### config.mk
export PLATFORM = sky130hd
export DESIGN_NAME = chain_init_seq
export DESIGN_NICKNAME = d
export VERILOG_FILES = /design/src/rtl/chain_init_pkg.sv /design/src/rtl/sck_tick.sv /design/src/rtl/frame_shifter.sv /design/src/rtl/init_fsm.sv /design/src/rtl/chain_init_seq.sv
export SDC_FILE = /design/constraint.sdc
export NUM_CORES = 1
export LEC_CHECK = 0
export ABC_AREA = 1
export BUFFER_PORTS_ARGS = -buffer_cell sky130_fd_sc_hd__clkbuf_2
export CAP_MARGIN = 20
export CORE_ASPECT_RATIO = 0.75
export CORE_MARGIN = 4
export CORE_UTILIZATION = 65
export DETAILED_ROUTE_END_ITERATION = 16
export HOLD_SLACK_MARGIN = 0.12
export PLACE_DENSITY = 0.85
export SLEW_MARGIN = 40
export SYNTH_ARGS = -nofsm -noshare
export SYNTH_HDL_FRONTEND = slang
export SYNTH_SLANG_ARGS = --single-unit
export TNS_END_PERCENT = 50
### constraint.sdc
create_clock -name clk -period 3.3 [get_ports clk]
set_input_delay 0.33 -clock clk [delete_from_list [all_inputs] [get_ports clk]]
set_output_delay 0.33 -clock clk [all_outputs]
set_load 0.02 [all_outputs]
### src/rtl/chain_init_pkg.sv
package chain_init_pkg;
    localparam int CMD_W = 8;
    localparam int REG_W = 8;

    localparam logic [CMD_W-1:0] CMD_SRESET = 8'b0000_1100;
    localparam logic [CMD_W-1:0] CMD_WRITE  = 8'b0000_0101;

    localparam logic [REG_W-1:0] REG_GUARD  = 8'h4D;
    localparam logic [REG_W-1:0] REG_PERIOD = 8'h29;
    localparam logic [REG_W-1:0] REG_SID    = 8'h40;

    typedef enum logic [2:0] {
        ST_IDLE,
        ST_PAUSE,
        ST_SRESET,
        ST_GUARD,
        ST_PERIOD,
        ST_SID
    } seq_state_e;
endpackage

### src/rtl/sck_tick.sv
module sck_tick #(
    parameter int HALF = 2
) (
    input  logic clk,
    input  logic rst_n,
    input  logic en_i,
    output logic tick_o
);
    localparam int CW = (HALF > 1) ? $clog2(HALF) : 1;

    typedef struct packed {
        logic [CW-1:0] cnt;
    } tick_reg_t;

    tick_reg_t r_d, r_q;

    assign tick_o = en_i && (r_q.cnt == CW'(HALF - 1));

    always_comb begin
        r_d = r_q;
        if (!en_i || tick_o) r_d.cnt = '0;
        else                 r_d.cnt = r_q.cnt + 1'b1;
    end

    always_ff @(posedge clk or negedge rst_n) begin
        if (!rst_n) r_q <= '0;
        else        r_q <= r_d;
    end


    cnt_range_chk: assert property (@(posedge clk) disable iff (!rst_n)
        r_q.cnt <= CW'(HALF - 1));
endmodule

### src/rtl/frame_shifter.sv
module frame_shifter #(
    parameter int FRAME_W = 32
) (
    input  logic               clk,
    input  logic               rst_n,
    input  logic               tick_i,
    input  logic               load_i,
    input  logic [FRAME_W-1:0] frame_i,
    output logic               sck_o,
    output logic               sdo_o,
    output logic               done_o
);
    localparam int BW = $clog2(FRAME_W + 1);

    typedef struct packed {
        logic [FRAME_W-1:0] sh;
        logic [BW-1:0]      cnt;
        logic               sck;
        logic               act;
        logic               done;
    } shf_reg_t;

    shf_reg_t r_d, r_q;

    always_comb begin
        r_d      = r_q;
        r_d.done = 1'b0;
        if (load_i && !r_q.act) begin
            r_d.sh  = frame_i;
            r_d.cnt = BW'(FRAME_W);
            r_d.sck = 1'b0;
            r_d.act = 1'b1;
        end else if (r_q.act && tick_i) begin
            if (!r_q.sck) begin
                r_d.sck = 1'b1;
            end else begin
                r_d.sck = 1'b0;
                r_d.sh  = {r_q.sh[FRAME_W-2:0], 1'b0};
                r_d.cnt = r_q.cnt - 1'b1;
                if (r_q.cnt == BW'(1)) begin
                    r_d.act  = 1'b0;
                    r_d.done = 1'b1;
                end
            end
        end
    end

    always_ff @(posedge clk or negedge rst_n) begin
        if (!rst_n) r_q <= '0;
        else        r_q <= r_d;
    end

    assign sck_o  = r_q.sck;
    assign sdo_o  = r_q.act & r_q.sh[FRAME_W-1];
    assign done_o = r_q.done;


    sdo_hold_chk: assert property (@(posedge clk) disable iff (!rst_n)
        r_q.sck |-> $stable(sdo_o));

    idle_quiet_chk: assert property (@(posedge clk) disable iff (!rst_n)
        !r_q.act |-> (!sck_o && !sdo_o));

    load_idle_chk: assert property (@(posedge clk) disable iff (!rst_n)
        load_i |-> !r_q.act);
endmodule

### src/rtl/init_fsm.sv
module init_fsm
    import chain_init_pkg::*;
#(
    parameter int DEV_W       = 5,
    parameter int DATA_W      = 10,
    parameter int PAUSE_TICKS = 40,
    parameter int FRAME_W     = CMD_W + 1 + DEV_W + REG_W + DATA_W
) (
    input  logic               clk,
    input  logic               rst_n,
    input  logic               start_i,
    input  logic [DEV_W:0]     len_i,
    input  logic [DATA_W-1:0]  period_i,
    input  logic               tick_i,
    input  logic               sh_done_i,
    output logic               load_o,
    output logic [FRAME_W-1:0] frame_o,
    output logic               busy_o,
    output logic               done_o
);
    localparam int PW       = $clog2(PAUSE_TICKS + 1);
    localparam int MAX_DEVS = 1 << DEV_W;

    typedef struct packed {
        seq_state_e        state;
        logic              sent;
        logic [PW-1:0]     pcnt;
        logic [DEV_W-1:0]  idx;
        logic [DEV_W-1:0]  last;
        logic [DATA_W-1:0] period;
        logic              done;
    } fsm_reg_t;

    fsm_reg_t r_d, r_q;
    logic [DEV_W-1:0] last_clamped;

    always_comb begin
        if (len_i == '0)                          last_clamped = '0;
        else if (len_i > (DEV_W+1)'(MAX_DEVS))    last_clamped = '1;
        else                                      last_clamped = DEV_W'(len_i - 1'b1);
    end

    function automatic logic [FRAME_W-1:0] mk_frame(
        input logic [CMD_W-1:0]  cmd,
        input logic              bc,
        input logic [DEV_W-1:0]  dev,
        input logic [REG_W-1:0]  rg,
        input logic [DATA_W-1:0] dat
    );
        return {cmd, bc, dev, rg, dat};
    endfunction

    always_comb begin
        unique case (r_q.state)
            ST_SRESET: frame_o = {CMD_SRESET, {(FRAME_W-CMD_W){1'b0}}};
            ST_GUARD:  frame_o = mk_frame(CMD_WRITE, 1'b1, '0, REG_GUARD, '0);
            ST_PERIOD: frame_o = mk_frame(CMD_WRITE, 1'b1, '0, REG_PERIOD, r_q.period);
            ST_SID:    frame_o = mk_frame(CMD_WRITE, 1'b0, '1, REG_SID, DATA_W'(r_q.idx));
            default:   frame_o = '0;
        endcase
    end

    assign busy_o = (r_q.state != ST_IDLE);
    assign done_o = r_q.done;
    assign load_o = !r_q.sent && (r_q.state == ST_SRESET || r_q.state == ST_GUARD ||
                                  r_q.state == ST_PERIOD || r_q.state == ST_SID);

    always_comb begin
        r_d = r_q;
        if (load_o) r_d.sent = 1'b1;
        unique case (r_q.state)
            ST_IDLE: begin
                if (start_i) begin
                    r_d.state  = ST_PAUSE;
                    r_d.done   = 1'b0;
                    r_d.sent   = 1'b0;
                    r_d.pcnt   = '0;
                    r_d.idx    = '0;
                    r_d.last   = last_clamped;
                    r_d.period = period_i;
                end
            end
            ST_PAUSE: begin
                if (r_q.pcnt == PW'(PAUSE_TICKS)) r_d.state = ST_SRESET;
                else if (tick_i)                  r_d.pcnt  = r_q.pcnt + 1'b1;
            end
            default: begin
                if (r_q.sent && sh_done_i) begin
                    r_d.sent = 1'b0;
                    unique case (r_q.state)
                        ST_SRESET: r_d.state = ST_GUARD;
                        ST_GUARD:  r_d.state = ST_PERIOD;
                        ST_PERIOD: r_d.state = ST_SID;
                        default: begin
                            if (r_q.idx == r_q.last) begin
                                r_d.state = ST_IDLE;
                                r_d.done  = 1'b1;
                            end else begin
                                r_d.idx = r_q.idx + 1'b1;
                            end
                        end
                    endcase
                end
            end
        endcase
    end

    always_ff @(posedge clk or negedge rst_n) begin
        if (!rst_n) r_q <= '{state: ST_IDLE, default: '0};
        else        r_q <= r_d;
    end


    busy_done_excl_chk: assert property (@(posedge clk) disable iff (!rst_n)
        !(busy_o && done_o));

    idx_bound_chk: assert property (@(posedge clk) disable iff (!rst_n)
        r_q.idx <= r_q.last);

    pause_gate_chk: assert property (@(posedge clk) disable iff (!rst_n)
        (load_o && r_q.state == ST_SRESET) |-> (r_q.pcnt == PW'(PAUSE_TICKS)));

    start_ignored_chk: assert property (@(posedge clk) disable iff (!rst_n)
        (busy_o && start_i && r_q.state != ST_PAUSE) |=> (r_q.state != ST_PAUSE));
endmodule

### src/rtl/chain_init_seq.sv
module chain_init_seq
    import chain_init_pkg::*;
#(
    parameter int DEV_W        = 5,
    parameter int DATA_W       = 10,
    parameter int SCK_HALF     = 2,
    parameter int PAUSE_CYCLES = 20
) (
    input  logic              clk,
    input  logic              rst_n,
    input  logic              start_i,
    input  logic [DEV_W:0]    chain_len_i,
    input  logic [DATA_W-1:0] cycle_time_i,
    output logic              busy_o,
    output logic              done_o,
    output logic              sck_o,
    output logic              sdo_o
);
    localparam int FRAME_W     = CMD_W + 1 + DEV_W + REG_W + DATA_W;
    localparam int PAUSE_TICKS = 2 * PAUSE_CYCLES;

    logic               tick;
    logic               load;
    logic               sh_done;
    logic [FRAME_W-1:0] frame;

    sck_tick #(.HALF(SCK_HALF)) i_tick (
        .clk    (clk),
        .rst_n  (rst_n),
        .en_i   (busy_o),
        .tick_o (tick)
    );

    init_fsm #(
        .DEV_W       (DEV_W),
        .DATA_W      (DATA_W),
        .PAUSE_TICKS (PAUSE_TICKS),
        .FRAME_W     (FRAME_W)
    ) i_fsm (
        .clk       (clk),
        .rst_n     (rst_n),
        .start_i   (start_i),
        .len_i     (chain_len_i),
        .period_i  (cycle_time_i),
        .tick_i    (tick),
        .sh_done_i (sh_done),
        .load_o    (load),
        .frame_o   (frame),
        .busy_o    (busy_o),
        .done_o    (done_o)
    );

    frame_shifter #(.FRAME_W(FRAME_W)) i_shf (
        .clk     (clk),
        .rst_n   (rst_n),
        .tick_i  (tick),
        .load_i  (load),
        .frame_i (frame),
        .sck_o   (sck_o),
        .sdo_o   (sdo_o),
        .done_o  (sh_done)
    );


    idle_pins_chk: assert property (@(posedge clk) disable iff (!rst_n)
        !busy_o |-> (!sck_o && !sdo_o));
endmodule

==> flow_metrics.py, run 1 <==
metrics = {
    "clock_tree": {
        "insertion_delay_ps": 360,
        "postCtsResizedCells": 0,
        "cts_tree": "built",
        "cts_buffer_depth": 2,
        "clock_sinks": 73,
        "h-tree-depth": 3,
        "clk_pin_slew_worst_paths_ps": 80,
        "cts_inserted_buffers": 9,
        "root_buffer": "clkbuf_8",
    },
    "layout": {
        "diodes": 0,
        "utilization": 0.744,
        "regArea_um2": 1830,
        "multi_input_area_um2": 1480,
        "drive_above_1_share": 0.105,
        "area_growth_pct": 10.5,
        "fin_nets": 505,
        "nFillCells": 425,
        "final_area_um2": 3980,
    },
    "placed_design": {
        "place.detailed.hpwl_um": 4990,
        "io_buffers": 22,
        "place_congestion": 0.889,
        "dpl_cell_area_um2": 3740,
    },
    "detailed_routing": {
        "routed_wirelength_um": 7160,
        "wl_per_cell_um": 12.8,
        "drc": 0,
        "routed_via_density": 5.40,
        "detailroute.via_count": 3017,
        "dr.pass1.iters": 5,
        "drt_iter0_markers": 264,
        "detail-route-antenna-nets": 0,
    },
    "yosys": {
        "synth_top_area_cell": "dfrtp_1",
        "yosysSeqAreaShare": 0.507,
        "ys_warn_count": 0,
        "yosys-top-cells-area": "dfrtp_1 (51%), nand2_1 (16%), nand3_1 (5.7%), inv_1 (5.5%), o21ai_0 (3.9%)",
        "synth-edff-count": 0,
        "synth.most_common_cell": "nand2_1",
        "netlist.area_leader.share": 0.507,
        "synthAdderAreaFrac": 0.0243,
        "synth_compound_area_frac": 0.0795,
        "avgSynthCellArea_um2": 7.93,
        "synth_seq_cells": 73,
        "synth_commonest_cells": "nand2_1 (152), dfrtp_1 (73), inv_1 (53)",
        "synthMuxAreaShare": 0,
        "synth_simple_gate_area_frac": 0.286,
        "synth_xor_xnor_area_share": 0.0219,
        "async_reset_ff_frac": 1.00,
        "synth_ff_type": "dfrtp_1",
        "synth_top_family_by_area": "simple AND/OR/NAND/NOR gates",
        "yosysUniqueCellTypes": 28,
        "syn_inst": 454,
        "synth_area_um2": 3600,
        "syn-num-nets": 480,
    },
    "floorplanning": {
        "fp.coreArea_um2": 5350,
        "die_w_um": 94.0,
        "dieArea_um2": 6810,
        "rows": 23,
        "die_h_um": 72.5,
        "boundaryPins": 23,
        "initial_core_util": 0.673,
    },
    "setup_path": {
        "crit_type": "flip-flop to flip-flop",
        "worstPathArrival_ps": 2810,
        "critPathLaunch": "i_fsm.r_q[29]",
        "cp_max_fo": 23,
        "reg2reg_from": "i_fsm.r_q[29]",
        "cp-end-kind": "flip-flop",
        "start_kind": "flip-flop",
        "crit_required_ps": 3590,
    },
    "sta": {
        "fin_setup_tns_ps": 0,
        "hold_viol_final": 0,
        "whs_ps": 164,
        "grt_setup_unrepaired": "no",
        "worst_pin_slew_ps": 637,
        "setup_violations": 0,
        "slew_headroom": 0.576,
        "post-route-min-period_ps": 2530,
        "timing.final.crit_share": 0.765,
        "fmax_ghz": 0.396,
        "clock_skew_ps": 10.1,
        "slew_viol_final": 0,
    },
    "power": {
        "ir_drop_uv": 401,
        "p_per_area_nw_per_um2": 824,
        "p_leak_nw": 2.09,
        "fin_total_pwr_w": 0.00328,
    },
    "worst_hold_path": {
        "worst_hold_startpoint": "cycle_time_i[7]",
        "hp-class": "primary input to flip-flop",
    },
    "outcome": {
        "status": "finished clean",
    },
    "flow_run": {
        "drv_cap": 0,
    },
    "global_routing": {
        "antenna_found_initial": 0,
        "track_usage": 0.237,
        "overflow": 0,
        "grt_pass1_wl_um": 12600,
        "grt_max_degree": 46,
        "grt_pass1_vias": 2821,
    },
}
==> cells in the final DEF (no fill, tap or decap), types with 2 or more instances in the layout <==
master	n
a21oi_1	6
buf_4	2
bufinv_16	2
clkbuf_2	21
clkbuf_8	11
clkinv_2	2
dfrtp_1	73
ha_1	7
inv_1	53
inv_2	2
nand2_1	152
nand2_2	4
nand3_1	41
nand3b_1	3
nand4_1	3
nor2_1	34
nor3_1	4
o211ai_1	3
o21ai_0	28
o21ai_1	2
o22ai_1	11
or2_2	2
xnor2_1	3
xor2_1	6
==> state kept, by name, indices dropped and copies added, names as in the netlist <==
name,flops
i_shf.sck_o,1
i_shf.done_o,1
i_fsm.done_o,1
i_fsm.r_q,30
i_tick.r_q,1
i_shf.r_q,39
==> metal layers <==
layer	vias up	share of wire	track usage
li1	1491	-	-
met2	81	0.48	0.389
met5	-	0	0
met1	1433	0.46	0.311
met4	0	0.010	0.0705
met3	12	0.056	0.0653
==> cells by family (layout without fill, tap and decap cells) <==
| logic type | Yosys count | after routing |
|---|---|---|
| fa+ha+maj | 7 | 7 |
| flops | 73 | 73 |
| compound gates | 52 | 52 |
| buf+inv | 67 | 97 |
| simple gates | 246 | 246 |
| xor+xnor | 9 | 9 |
==> critical path: stages, from the launching register on <==
cell,delay [ps]
dfrtp_1,440
nor2_1,250
nand2_2,130
nand2_2,110
nor2_4,60
nand2_1,300
nand2_1,480
inv_2,470
nand2_1,100
nand3_1,110
==> stage by stage <==
step / std cells / worst slack, ps
after global placement: 542 / 1010
after CTS: 559 / 805
after floorplan: 454 / 1690
final: 559 / 774
after global routing: 559 / 524
after detailed placement: 542 / 838
==> path summary, 6_finish.rpt <==
kind	to	slack [ps]	depth (start not counted)
worst max-delay path	i_shf.r_q[11]	770	9
worst min-delay path	i_fsm.r_q[8]	160	3
worst max register to register	i_shf.r_q[11]	770	9
worst min register to register	i_fsm.r_q[8]	480	2
max in group asynchronous	i_shf.r_q[9]	1780	3
min in group asynchronous	i_fsm.r_q[22]	520	2
==> where the power goes <==
part	switching [W]	internal (W)
sequential	0.000201	0.00122
clock	0.000331	0.000464
combinational	0.000728	0.000338
total	0.00126	0.00202
==> area by class of cell <==
| cell class | instances | share of cell area |
|---|---|---|
| Clock inverter | 5 | 0.0195 |
| Multi-Input combinational cell | 314 | 0.373 |
| Sequential cell | 73 | 0.459 |
| Timing Repair Buffer | 25 | 0.0339 |
| Inverter | 56 | 0.0534 |
| Tap cell | 75 | 0.0236 |
| Clock buffer | 11 | 0.0380 |
==> what timing repair did <==
| item | CTS | global route |
|---|---|---|
| hold endpoints to repair | 28 | 0 |
| hold buffers | 1 | 0 |
| setup buffers | 0 | 0 |
| setup endpoints to repair | 0 | 0 |
Note: power is estimated with default switching activity, not from simulation.
==> run 2, diff against run 1 <==
CORE_UTILIZATION = 60   (was 65)
PLACE_DENSITY = 0.79   (was 0.85)
clock period = 2.6 ns   (was 3.3 ns; I/O delays follow)
==> flow_metrics.py, run 2 (synthesized netlist as in run 1, its figures left out) <==
metrics = {
    "outcome": {
        "status": "finished clean",
    },
    "floorplanning": {
        "dieArea_um2": 7320,
        "boundaryPins": 23,
        "rows": 24,
        "die_h_um": 75.1,
        "die_w_um": 97.5,
        "initial_core_util": 0.618,
        "fp.coreArea_um2": 5830,
    },
    "detailed_routing": {
        "drc": 0,
        "routed_via_density": 5.29,
        "wl_per_cell_um": 12.9,
        "detailroute.via_count": 3012,
        "routed_wirelength_um": 7310,
        "drt_iter0_markers": 191,
        "dr.pass1.iters": 5,
        "detail-route-antenna-nets": 0,
    },
    "layout": {
        "diodes": 0,
        "nFillCells": 490,
        "area_growth_pct": 12.5,
        "drive_above_1_share": 0.102,
        "final_cell_mix": "nand2_1 (152), dfrtp_1 (73), inv_1 (53), nand3_1 (41), nor2_1 (34)",
        "final_common_cell": "nand2_1",
        "reg.largest.list": "i_shf.r_q (39), i_fsm.r_q (30)",
        "regArea_um2": 1830,
        "fin_nets": 514,
        "largest_reg_flops": 39,
        "largest_register": "i_shf.r_q",
        "multi_input_area_um2": 1480,
    },
    "sta": {
        "fmax_ghz": 0.492,
        "hold_viol_final": 0,
        "fin_setup_tns_ps": 0,
        "worst_pin_slew_ps": 687,
        "slew_viol_final": 0,
        "clock_skew_ps": 5.80,
        "post-route-min-period_ps": 2030,
        "grt_setup_unrepaired": "no",
        "timing.final.crit_share": 0.782,
        "whs_ps": 129,
        "slew_headroom": 0.542,
        "setup_violations": 0,
    },
    "clock_tree": {
        "root_buffer": "clkbuf_8",
        "cts_tree": "built",
        "insertion_delay_ps": 350,
        "post_cts_buffers": 0,
        "clock_sinks": 73,
        "clk_pin_slew_worst_paths_ps": 70,
        "cts_buffer_depth": 2,
        "cts_inserted_buffers": 9,
        "h-tree-depth": 3,
    },
    "power": {
        "fin_total_pwr_w": 0.00411,
        "switching_share": 0.385,
        "ir_drop_uv": 571,
        "power_frac_clock": 0.224,
        "power.switching_w": 0.00158,
        "p_leak_nw": 2.12,
        "seq_power_share": 0.437,
        "pwr-share-comb": 0.339,
        "p_per_area_nw_per_um2": 1010,
        "p_int_w": 0.00253,
    },
    "setup_path": {
        "cp-end-kind": "flip-flop",
        "worstPathArrival_ps": 2310,
        "ff2ff_path_depth": 9,
        "cp_max_fo": 23,
        "crit_type": "flip-flop to flip-flop",
        "start_kind": "flip-flop",
        "crit_required_ps": 2880,
        "rrSetupSlack_ps": 570,
    },
    "global_routing": {
        "grt_max_degree": 45,
        "grt_pass1_wl_um": 13400,
        "grt_pass1_vias": 2984,
        "overflow": 0,
        "track_usage": 0.229,
        "antenna_found_initial": 0,
    },
    "placed_design": {
        "io_buffers": 22,
        "place_congestion": 0.903,
        "place.detailed.hpwl_um": 5080,
    },
    "flow_run": {
        "drv_cap": 0,
    },
    "worst_hold_path": {
        "whs_path_depth": 3,
        "hp-class": "primary input to flip-flop",
    },
}
-- run 2: stage by stage --
step           instance area [um^2]  instances  utilization  worst slack [ps]
4_1_cts                        4050        569        0.695               599
5_1_grt                        4050        569        0.695               329
3_5_place_dp                   3770        547        0.648               598
2_1_floorplan                  3600        454            -               992
3_3_place_gp                   3770        547        0.648               708
6_report                       4050        569        0.695               566
-- run 2: area by class of cell --
cell class,count,area share
tap,78,0.0241
inverter,56,0.0525
clock buffer,10,0.0315
multi-input combinational,314,0.366
clock inverter,4,0.0173
sequential,73,0.451
timing repair buffer,34,0.0574
-- run 2: worst max-delay path: stages, from the launching register on --
cell and delay (ps):
dfrtp_1 450, nor2_1 260, nand2_2 130, nand2_2 110, nor2_4 60, nand2_1 290
nand2_1 140, inv_2 320, nand2_1 110, nand3_1 90
-- run 2: path summary, 6_finish.rpt --
| path | startpoint | to |
|---|---|---|
| max | i_fsm.r_q[29] | i_shf.r_q[30] |
| min | cycle_time_i[7] | i_fsm.r_q[8] |
| max in group asynchronous | rst_n | i_fsm.r_q[1] |
| min in group asynchronous | rst_n | i_fsm.r_q[24] |
| max reg2reg | i_fsm.r_q[29] | i_shf.r_q[30] |
| min reg2reg | i_tick.r_q | i_tick.r_q |
-- run 2: what timing repair did --
item / CTS / global route
endpoints found under the hold margin: 36 / 0
gates resized for setup: 0 / 0
hold buffers: 8 / 0
-- run 2: power by group through the flow --
stage	Clock (W)	Combinational (W)	Sequential [W]
floorplan	0	0.00110	0.00175
CTS	0.000938	0.00139	0.00179
global route	0.000998	0.00162	0.00185
detailed placement	0	0.00137	0.00181
global placement	0	0.00132	0.00180
finish	0.000919	0.00139	0.00180
-- run 2: layer usage --
layer,routed length [um],GRT usage,part of all wire,vias up
met1,3360,0.292,0.46,1417
met4,108,0.101,0.015,0
met3,391,0.0481,0.053,11
li1,-,-,-,1505
met2,3450,0.389,0.47,79
met5,0,0,0,-
==> run 3, diff against run 2 <==
CORE_UTILIZATION = 54   (was 60)
PLACE_DENSITY = 0.75   (was 0.79)
clock period = 1.63 ns   (was 2.6 ns; I/O delays follow)
==> flow_metrics.py, run 3 (synthesized netlist as in run 1, its figures left out) <==
metrics = {
    "outcome": {
        "status": "finished clean",
    },
    "global_routing": {
        "antenna_found_initial": 0,
        "grtUsageMet1": 0.299,
        "track_usage": 0.216,
        "grt_busiest_layer": "met2",
        "grtUsageMet3": 0.0588,
        "grt_max_degree": 74,
        "grt_util_met2": 0.333,
        "overflow": 0,
        "grt_pass1_vias": 2951,
        "grt_pass1_wl_um": 13600,
    },
    "sta": {
        "fmax_ghz": 0.648,
        "hold_viol_final": 0,
        "worst_pin_slew_ps": 449,
        "fin_setup_tns_ps": 0,
        "slew_headroom": 0.699,
        "post-route-min-period_ps": 1540,
        "whs_ps": 201,
        "setup_violations": 0,
        "clock_skew_ps": 6.15,
        "timing.final.crit_share": 0.946,
        "slew_viol_final": 0,
    },
    "power": {
        "fin_total_pwr_w": 0.00661,
        "ir_drop_uv": 733,
        "p_leak_nw": 2.19,
        "p_per_area_nw_per_um2": 1570,
    },
    "detailed_routing": {
        "wl_per_cell_um": 13.0,
        "detailroute.via_count": 3039,
        "dr.pass1.iters": 4,
        "drt_iter0_markers": 139,
        "routed_via_density": 5.12,
        "routed_wirelength_um": 7690,
        "detail-route-antenna-nets": 0,
        "drc": 0,
    },
    "clock_tree": {
        "cts_tree": "built",
        "insertion_delay_ps": 350,
        "clock_sinks": 73,
        "h-tree-depth": 3,
        "root_buffer": "clkbuf_8",
        "cts_inserted_buffers": 9,
        "clk_pin_slew_worst_paths_ps": 70,
        "cts_buffer_depth": 2,
    },
    "placed_design": {
        "io_buffers": 22,
        "dpl_cell_area_um2": 3900,
        "place_congestion": 0.863,
        "place.detailed.hpwl_um": 5380,
    },
    "layout": {
        "fin_nets": 534,
        "largest_reg_flops": 39,
        "final_cell_mix": "nand2_1 (149), dfrtp_1 (72), inv_1 (49), nand3_1 (40), nor2_1 (33)",
        "final_area_um2": 4200,
        "largest_register": "i_shf.r_q",
        "drive_above_1_share": 0.150,
        "final_common_cell": "nand2_1",
        "area_growth_pct": 16.6,
        "nFillCells": 548,
        "diodes": 0,
        "reg.largest.list": "i_shf.r_q (39), i_fsm.r_q (30)",
    },
    "setup_path": {
        "cp-end-kind": "flip-flop",
        "crit_required_ps": 1870,
        "start_kind": "flip-flop",
        "cp_max_fo": 6,
        "worstPathArrival_ps": 1790,
        "crit_type": "flip-flop to flip-flop",
    },
    "floorplanning": {
        "initial_core_util": 0.565,
        "die_w_um": 102,
        "boundaryPins": 23,
        "dieArea_um2": 8050,
        "fp.coreArea_um2": 6380,
        "die_h_um": 78.7,
        "rows": 25,
    },
    "flow_run": {
        "drv_cap": 0,
    },
    "worst_hold_path": {
        "hp-class": "primary input to flip-flop",
    },
}
==> run 3: changes by cell type in the layout (fill, tap and decap cells not counted), moves of 3 or more <==
cell | previous run | this run
nand2_1 | 152 | 149
dlygate4sd3_1 | 8 | 11
o21ai_0 | 28 | 25
o21ai_1 | 2 | 5
inv_1 | 53 | 49
buf_4 | 3 | 18
nand2_2 | 4 | 7
==> run 3: where the power goes <==
part / switching [W] / internal, W
clock network: 0.000635 / 0.000581
registers: 0.000380 / 0.00247
logic: 0.00160 / 0.000943
total: 0.00262 / 0.00399
==> run 3: path summary, 6_finish.rpt <==
kind / start / endpoint / slack (ps) / cells after the start
worst max-delay path: i_fsm.r_q[28] / i_fsm.r_q[26] / 90 / 10
worst min-delay path: chain_len_i[3] / i_fsm.r_q[14] / 200 / 4
worst max register to register: i_fsm.r_q[28] / i_fsm.r_q[26] / 90 / 10
worst min register to register: i_tick.r_q / i_tick.r_q / 450 / 1
max in group asynchronous: rst_n / i_fsm.r_q[30] / 940 / 3
min in group asynchronous: rst_n / i_fsm.r_q[23] / 350 / 3
==> run 3: cell type report <==
class	count	area, um^2	share of cell area
multi-input combinational	314	1500	0.357
timing repair buffer	54	392	0.0932
clock inverter	3	17.5	0.00417
tap	81	101	0.0241
clock buffer	12	145	0.0345
inverter	56	219	0.0521
sequential	73	1830	0.435
==> run 3: metrics by stage <==
stage | instances | util | worst slack (ps)
CTS | 592 | 0.654 | 23.6
floorplan | 454 | - | 22.0
finish | 593 | 0.658 | 87.4
global route | 593 | 0.658 | -14.0
detailed placement | 566 | 0.611 | -36.2
global placement | 566 | 0.611 | 76.8
==> run 3: per-layer routing <==
layer | up-vias | wire length, um | share of wire
met1 | 1433 | 3790 | 0.49
li1 | 1553 | - | -
met3 | 8 | 263 | 0.034
met5 | - | 0 | 0
met2 | 45 | 3540 | 0.46
met4 | 0 | 91 | 0.012
==> run 3: worst max-delay path: stages (launching register included) <==
cell,delay (ps)
dfrtp_1,440
nor2_2,150
nand2_2,80
buf_4,160
nand2_2,90
nand2_1,60
nor2_1,140
buf_4,160
inv_1,60
nand2_1,50
nand2_1,50
==> run 3: what timing repair did <==
item                                    4_1_cts  5_1_grt
hold endpoints to repair                     83        0
gates cloned                                  0        1
resized for setup                             2       14
buffers inserted                              0        0
hold buffers                                 11        0
endpoints found under the setup margin       23       39
